$ cat config.mk
export PLATFORM = sky130hd
export DESIGN_NAME = gpio_change_monitor
export DESIGN_NICKNAME = d
export VERILOG_FILES = /design/src/rtl/gcm_pkg.sv /design/src/rtl/gcm_ctrl.sv /design/src/rtl/gcm_datapath.sv /design/src/rtl/gpio_change_monitor.sv
export SDC_FILE = /design/constraint.sdc
export NUM_CORES = 1
export LEC_CHECK = 0
export ABC_AREA = 1
export BUFFER_PORTS_ARGS = -buffer_cell sky130_fd_sc_hd__buf_2
export CORE_ASPECT_RATIO = 0.9
export CORE_MARGIN = 4
export CORE_UTILIZATION = 53
export DETAILED_ROUTE_END_ITERATION = 6
export GPL_TIMING_DRIVEN = 0
export PLACE_DENSITY = 0.78
export SLEW_MARGIN = 20
export SYNTH_ARGS = -nofsm -noshare
export SYNTH_HDL_FRONTEND = slang
export SYNTH_SLANG_ARGS = --single-unit
$ cat constraint.sdc
create_clock -name clk -period 1.24 [get_ports clk]
set_clock_uncertainty 0.2 [all_clocks]
set_input_delay 0.124 -clock clk [delete_from_list [all_inputs] [get_ports clk]]
set_output_delay 0.124 -clock clk [all_outputs]
set_load 0.01 [all_outputs]
$ cat src/rtl/gcm_pkg.sv
package gcm_pkg;

  typedef enum logic [1:0] {
    SEL_LEVEL   = 2'd0,
    SEL_ENABLE  = 2'd1,
    SEL_STAT_LO = 2'd2,
    SEL_STAT_HI = 2'd3
  } regSel_e;

  typedef struct packed {
    logic    enWr;
    logic    clrLo;
    logic    clrHi;
    regSel_e rdSel;
  } ctrlStrb_t;

endpackage

$ cat src/rtl/gcm_ctrl.sv
module gcm_ctrl
  import gcm_pkg::*;
(
  input  logic [1:0] regAddr,
  input  logic       regWrEn,
  input  logic       regRdEn,
  output ctrlStrb_t  strb
);

  regSel_e sel;

  always_comb begin
    sel        = regSel_e'(regAddr);
    strb.rdSel = sel;
    strb.enWr  = regWrEn && (sel == SEL_ENABLE);
    strb.clrLo = regRdEn && (sel == SEL_STAT_LO);
    strb.clrHi = regRdEn && (sel == SEL_STAT_HI);
  end

endmodule

$ cat src/rtl/gcm_datapath.sv
module gcm_datapath
  import gcm_pkg::*;
#(
  parameter int NUM_PINS    = 8,
  parameter int SYNC_STAGES = 2
) (
  input  logic                clk,
  input  logic                rstN,
  input  logic [NUM_PINS-1:0] pinIn,
  input  logic [NUM_PINS-1:0] pinIsOut,
  input  logic [NUM_PINS-1:0] wrData,
  input  ctrlStrb_t           strb,
  output logic [NUM_PINS-1:0] rdData,
  output logic                anyChange
);

  localparam int GROUP = NUM_PINS / 2;

  logic [NUM_PINS-1:0] syncQ [SYNC_STAGES];
  logic [NUM_PINS-1:0] levelNow, levelPrev, edgeHit;
  logic [NUM_PINS-1:0] enReg, enNext, flagQ, clrMask, visFlag;

  // synchroniser chain
  for (genvar s = 0; s < SYNC_STAGES; s++) begin : g_sync
    if (s == 0) begin : g_first
      always_ff @(posedge clk or negedge rstN)
        if (!rstN) syncQ[s] <= '0;
        else       syncQ[s] <= pinIn;
    end else begin : g_next
      always_ff @(posedge clk or negedge rstN)
        if (!rstN) syncQ[s] <= '0;
        else       syncQ[s] <= syncQ[s-1];
    end
  end

  assign levelNow = syncQ[SYNC_STAGES-1];
  assign edgeHit  = levelNow ^ levelPrev;
  assign enNext   = strb.enWr ? wrData : enReg;
  assign clrMask  = {{GROUP{strb.clrHi}}, {GROUP{strb.clrLo}}};

  always_ff @(posedge clk or negedge rstN) begin
    if (!rstN) begin
      levelPrev <= '0;
      enReg     <= '0;
      flagQ     <= '0;
    end else begin
      levelPrev <= levelNow;
      enReg     <= enNext;
      flagQ     <= ((flagQ & ~clrMask) | (edgeHit & enReg)) & enNext;
    end
  end

  assign visFlag   = flagQ & enReg & ~pinIsOut;
  assign anyChange = |visFlag;

  always_comb begin
    unique case (strb.rdSel)
      SEL_LEVEL:   rdData = levelNow;
      SEL_ENABLE:  rdData = enReg;
      SEL_STAT_LO: rdData = {visFlag[GROUP-1:0], levelNow[GROUP-1:0]};
      default:     rdData = {visFlag[NUM_PINS-1:GROUP], levelNow[NUM_PINS-1:GROUP]};
    endcase
  end

endmodule

$ cat src/rtl/gpio_change_monitor.sv
module gpio_change_monitor
  import gcm_pkg::*;
#(
  parameter int NUM_PINS = 8
) (
  input  logic                clk,
  input  logic                rstN,
  input  logic [NUM_PINS-1:0] pinIn,
  input  logic [NUM_PINS-1:0] pinIsOut,
  input  logic [1:0]          regAddr,
  input  logic                regWrEn,
  input  logic                regRdEn,
  input  logic [NUM_PINS-1:0] regWrData,
  output logic [NUM_PINS-1:0] regRdData,
  output logic                anyChange
);

  ctrlStrb_t strb;

  gcm_ctrl u_ctrl (
    .regAddr (regAddr),
    .regWrEn (regWrEn),
    .regRdEn (regRdEn),
    .strb    (strb)
  );

  gcm_datapath #(.NUM_PINS(NUM_PINS), .SYNC_STAGES(2)) u_dp (
    .clk       (clk),
    .rstN      (rstN),
    .pinIn     (pinIn),
    .pinIsOut  (pinIsOut),
    .wrData    (regWrData),
    .strb      (strb),
    .rdData    (regRdData),
    .anyChange (anyChange)
  );

endmodule

Word-level counts from Yosys, hierarchy flattened
Cells that the tools add are included.
{"block": "word_totals", "register_bits": 40, "mem_count": 0, "mem_bits_ro": 0, "elab_cells": 24, "ram_bits": 0, "latchBits": 0}
{"block": "classes", "shift": 0, "div_mod_pow": 0, "n_eq_ne": 3, "order_cmp": 0, "n_bitwise": 9, "reduce_logical": 5, "muxes": 2, "n_mul": 0, "addsub": 0}
{"cell": "8-bit AND", "n": 5}
{"cell": "8-bit one-hot mux with 3 select lines", "n": 1}
{"cell": "8-bit inverter", "n": 2}
{"cell": "8-bit two-way mux", "n": 1}
{"cell": "8-bit bitwise OR", "n": 1}
{"cell": "8-bit OR reduction", "n": 1}
{"cell": "8-bit XOR", "n": 1}
{"cell": "2-bit == test, second input constant", "n": 2}
{"cell": "1-bit logical AND", "n": 3}
{"cell": "2-bit by 1-bit == test with 1-bit output, second input constant", "n": 1}
{"cell": "2-bit logical NOT", "n": 1}

Longest topological paths before layout
{"block": "logic_depth", "depth_word": 6, "ltp_mapped": 7, "mapped_depth_nobuf": 6}

Modules after synthesis
From an unflattened synthesis, not the netlist that was laid out.
{"block": "unflattened", "hier_cells": 207, "hier_area_um2": 1809.2}
{"module": "gcm_datapath", "area_each_um2": 1771.7, "cells_per_inst": 199, "seq_area_each_um2": 1001.0, "instances": 1}
{"module": "gcm_ctrl", "area_each_um2": 37.5, "cells_per_inst": 8, "seq_area_each_um2": 0.0, "instances": 1}

Least setup slack after synthesis
Ideal clock, no wire load.
{"block": "synth_timing", "kind": "input to output", "startpoint": "input regAddr[0]", "endpoint": "output regRdData[4]", "slack_ns": 0.142, "n_path_buf": 2, "path_stages": 5, "arrival_time_ns": 0.774, "cell_sequence": "buf_6 buf_2 nor2_1 nand2_1 nand4_1"}
{"block": "synth_via", "elab_chain_cells": 2, "word_cells_on_any_way": 4, "cone_classes": "eq/ne (2); mux (1); reduce/logical (1)"}
{"item": "from (decl)", "line_no": "gpio_change_monitor.sv:10", "source": "input logic [1:0] regAddr,"}
{"item": "2-bit == test (tied with other cells)", "line_no": "gcm_datapath.sv:57", "source": "unique case (strb.rdSel)"}
{"item": "8-bit one-hot mux with 3 select lines *", "line_no": "gcm_datapath.sv:57"}
{"item": "to (decl)", "line_no": "gpio_change_monitor.sv:14", "source": "output logic [NUM_PINS-1:0] regRdData,"}
Mark *: on every way between the ends. The rest lies on a longest branch, timed or not.

Final worst setup path
{"block": "layout_timing", "startpoint": "register u_dp.enReg[0]", "endpoint": "output regRdData[0]"}
{"block": "layout_via", "elab_chain_cells": 1}
{"item": "from (decl)", "line_no": "gcm_datapath.sv:21", "source": "logic [NUM_PINS-1:0] enReg, enNext, flagQ, clrMask, visFlag;"}
{"item": "from (signal assigned)", "line_no": "gcm_datapath.sv:48", "source": "enReg <= enNext;"}
{"item": "8-bit one-hot mux with 3 select lines", "line_no": "gcm_datapath.sv:57"}
Every way passes these cells.

==> out/qor.yml <==
synth_area_um2: 1730
drc: 0
reg2reg_depth: 7
synth_cell_types: 14
antenna_found_initial: 0
layout.cells.non_filler: 326
synthMuxAreaShare_pct: 0
post-route-util_pct: 77.2
clkTransAtPathRegs_ps: 110
grt.total_usage_pct: 19.6
use_met2_pct: 29.4
drive_above_1_share_pct: 26.4
grt_pass1_wl_um: 6120
timing_max_transition_violations_final: 0
synth_compound_area_share_pct: 2.90
synth_fp_nets: 235
row_count: 19
dp_cells: 283
comb_power_share_pct: 20.0
synth_area_leaders: "dfrtp_1 58%, nand2_1 20%, inv_1 4.3%"
nets: 314
fillers: 223
port_buffers: 36
dp.final_hpwl_um: 2570
initial_utilization_pct: 55.9
clkSinkCount: 40
setup_ws_ps: -339
synth_top_family_by_area: "simple AND/OR/NAND/NOR gates"
vias: 1601
placed_area_um2: 1960
swShare_pct: 26.7
status: "finished with violations"
areaGrowthSynthToFinish_pct: 38.2
die_w_um: 68.2
setup_viol: 10
ir_drop_mv: 0.962
total_power_mw: 2.74
synth.largest_area_cell: "dfrtp_1"
busiest_layer: "met2"
clk_path_buf_depth: 2
cp.arrival_ps: 1250
clock_power_share_pct: 25.5
cts_tree: "done"
layout_common_cells: "85 x nand2_1, 40 x dfrtp_1, 37 x buf_2"
die_h_um: 62.2
netSwitchingPower_mw: 0.733
tightest_slew_ps: 530
ios: 39
mostFrequentLayoutCell: "nand2_1"
critPathLaunchType: "flop"
synth_top_area_share_pct: 57.9
drtPass1Iterations: 4
p_int_mw: 2.01
grtUsageMet3_pct: 6.31
worstHoldPathCells: 4
path_max_fanout: 3
wl_per_cell_um: 12.2
regArea_um2: 1000
first_iter_violations: 86
syn_avg_cell_area_um2: 8.43
totalWireLength_um: 3970
rsz0062_at_grt: "true"
syn_inst: 205
core_um2: 3090
p_per_area_nw_per_um2: 1150
hold_path.class: "primary input to flop"
stdcell_area_um2: 2390
violations: "setup timing"
period_share_pct: 127
dieArea_um2: 4240
cts_max_level: 2
seqPwrFrac_pct: 54.5
hold_viol: 0
power_leakage_nw: 1.30
maxSlewHeadroom_pct: 64.7
fmax_mhz: 633
grt_max_degree: 41
synthXorXnorAreaFrac_pct: 0
drtAntennaViolNets: 0
clk_latency_ps: 340
synth-seq-cells: 40
multiInputGateArea_um2: 649
yosys_warnings: 0
routabilityCongestion: 0.837
required_ps: 920
cts_made_buffers: 5
met1_usage_pct: 25.7
synthAdderAreaFrac_pct: 0
totalNegativeSetupSlack_ps: -2320
yosys.area_share.simple_pct: 33.4
routed_via_density: 4.91
diodes: 0
gr-total-overflow: 0
synth_sequential_area_ratio_pct: 57.9
critPathKind: "flop to output pin"
cts-root-buf: "clkbuf_4"
period_needed_ps: 1580
drv_cap: 0
cp-end-kind: "output pin"
grt_pass1_vias: 1428
-- final cells by class --
| class | instances | share of cell area [%] |
|---|---|---|
| flip-flops and latches | 40 | 41.9 |
| multi-input cells | 141 | 27.2 |
| well taps | 42 | 2.20 |
| clock buffers | 7 | 2.73 |
| repair buffers | 72 | 21.8 |
| plain buffers | 3 | 0.891 |
| inverters | 21 | 3.30 |
-- cells in the mapped netlist --
library cell  count
nor2_2            1
nand3_4           1
inv_2             1
nand2_1          90
nand3b_1          6
buf_2             2
buf_6             1
nand3_1           7
nand4_1          12
dfrtp_1          40
o21ai_0           4
inv_1            20
o211ai_1          4
nor2_1           16
-- power groups by stage --
stage | sequential, mW | clock, mW | combinational, mW
after CTS | 1.49 | 0.721 | 0.485
final | 1.49 | 0.701 | 0.548
after floorplan | 1.51 | 0 | 0.220
after detailed placement | 1.53 | 0 | 0.363
after global placement | 1.53 | 0 | 0.357
after global routing | 1.51 | 0.788 | 0.615
-- critical path, cell delays in order, from the launching register on --
cell      delay (ps)
dfrtp_1          400
buf_4            140
buf_6            110
nand2_2           50
o211ai_1          70
buf_2            150
-- flip-flops by register name, indices dropped and copies added, names as in the netlist --
signal	flops
u_dp.levelNow	8
u_dp.levelPrev	8
u_dp.enReg	8
u_dp.syncQ	8
u_dp.flagQ	8
-- logic make-up after synthesis --
kind of cell | Yosys count
AO/OA/AOI/OAI | 8
buffers and inverters | 24
flip-flops | 40
AND/OR/NAND/NOR | 133
-- per-layer routing --
layer	wire (um)	share of wire (%)
met1	1700	43
met2	1830	46
met3	364	9.2
met4	73	1.8
met5	0	0
-- through the flow --
step,hold WS [ps],worst slack (ps)
finish,51.3,-339
global route,25.6,-441
CTS,32.8,-317
detailed placement,33.3,-89.4
global placement,31.5,-95.1
floorplan,-372,142
-- repair_timing --
| action | in CTS | in global routing |
|---|---|---|
| setup endpoints to repair | 9 | 59 |
| gates resized for setup | 3 | 15 |
| pin swaps | 5 | 18 |
| setup buffers | 11 | 5 |
| hold buffers | 20 | 0 |
| hold endpoints to repair | 64 | 0 |
-- final timing paths --
check	from	to	slack [ps]
min in group asynchronous	rstN	u_dp.levelPrev[7]	130
max in group asynchronous	rstN	u_dp.levelNow[4]	360
hold reg to reg	u_dp.syncQ[15]	u_dp.levelNow[7]	160
setup reg to reg	u_dp.enReg[0]	u_dp.flagQ[0]	-10
setup / recovery	u_dp.enReg[0]	regRdData[0]	-340
hold / removal	regAddr[1]	u_dp.enReg[1]	50
(Power assumes the default switching activity.)
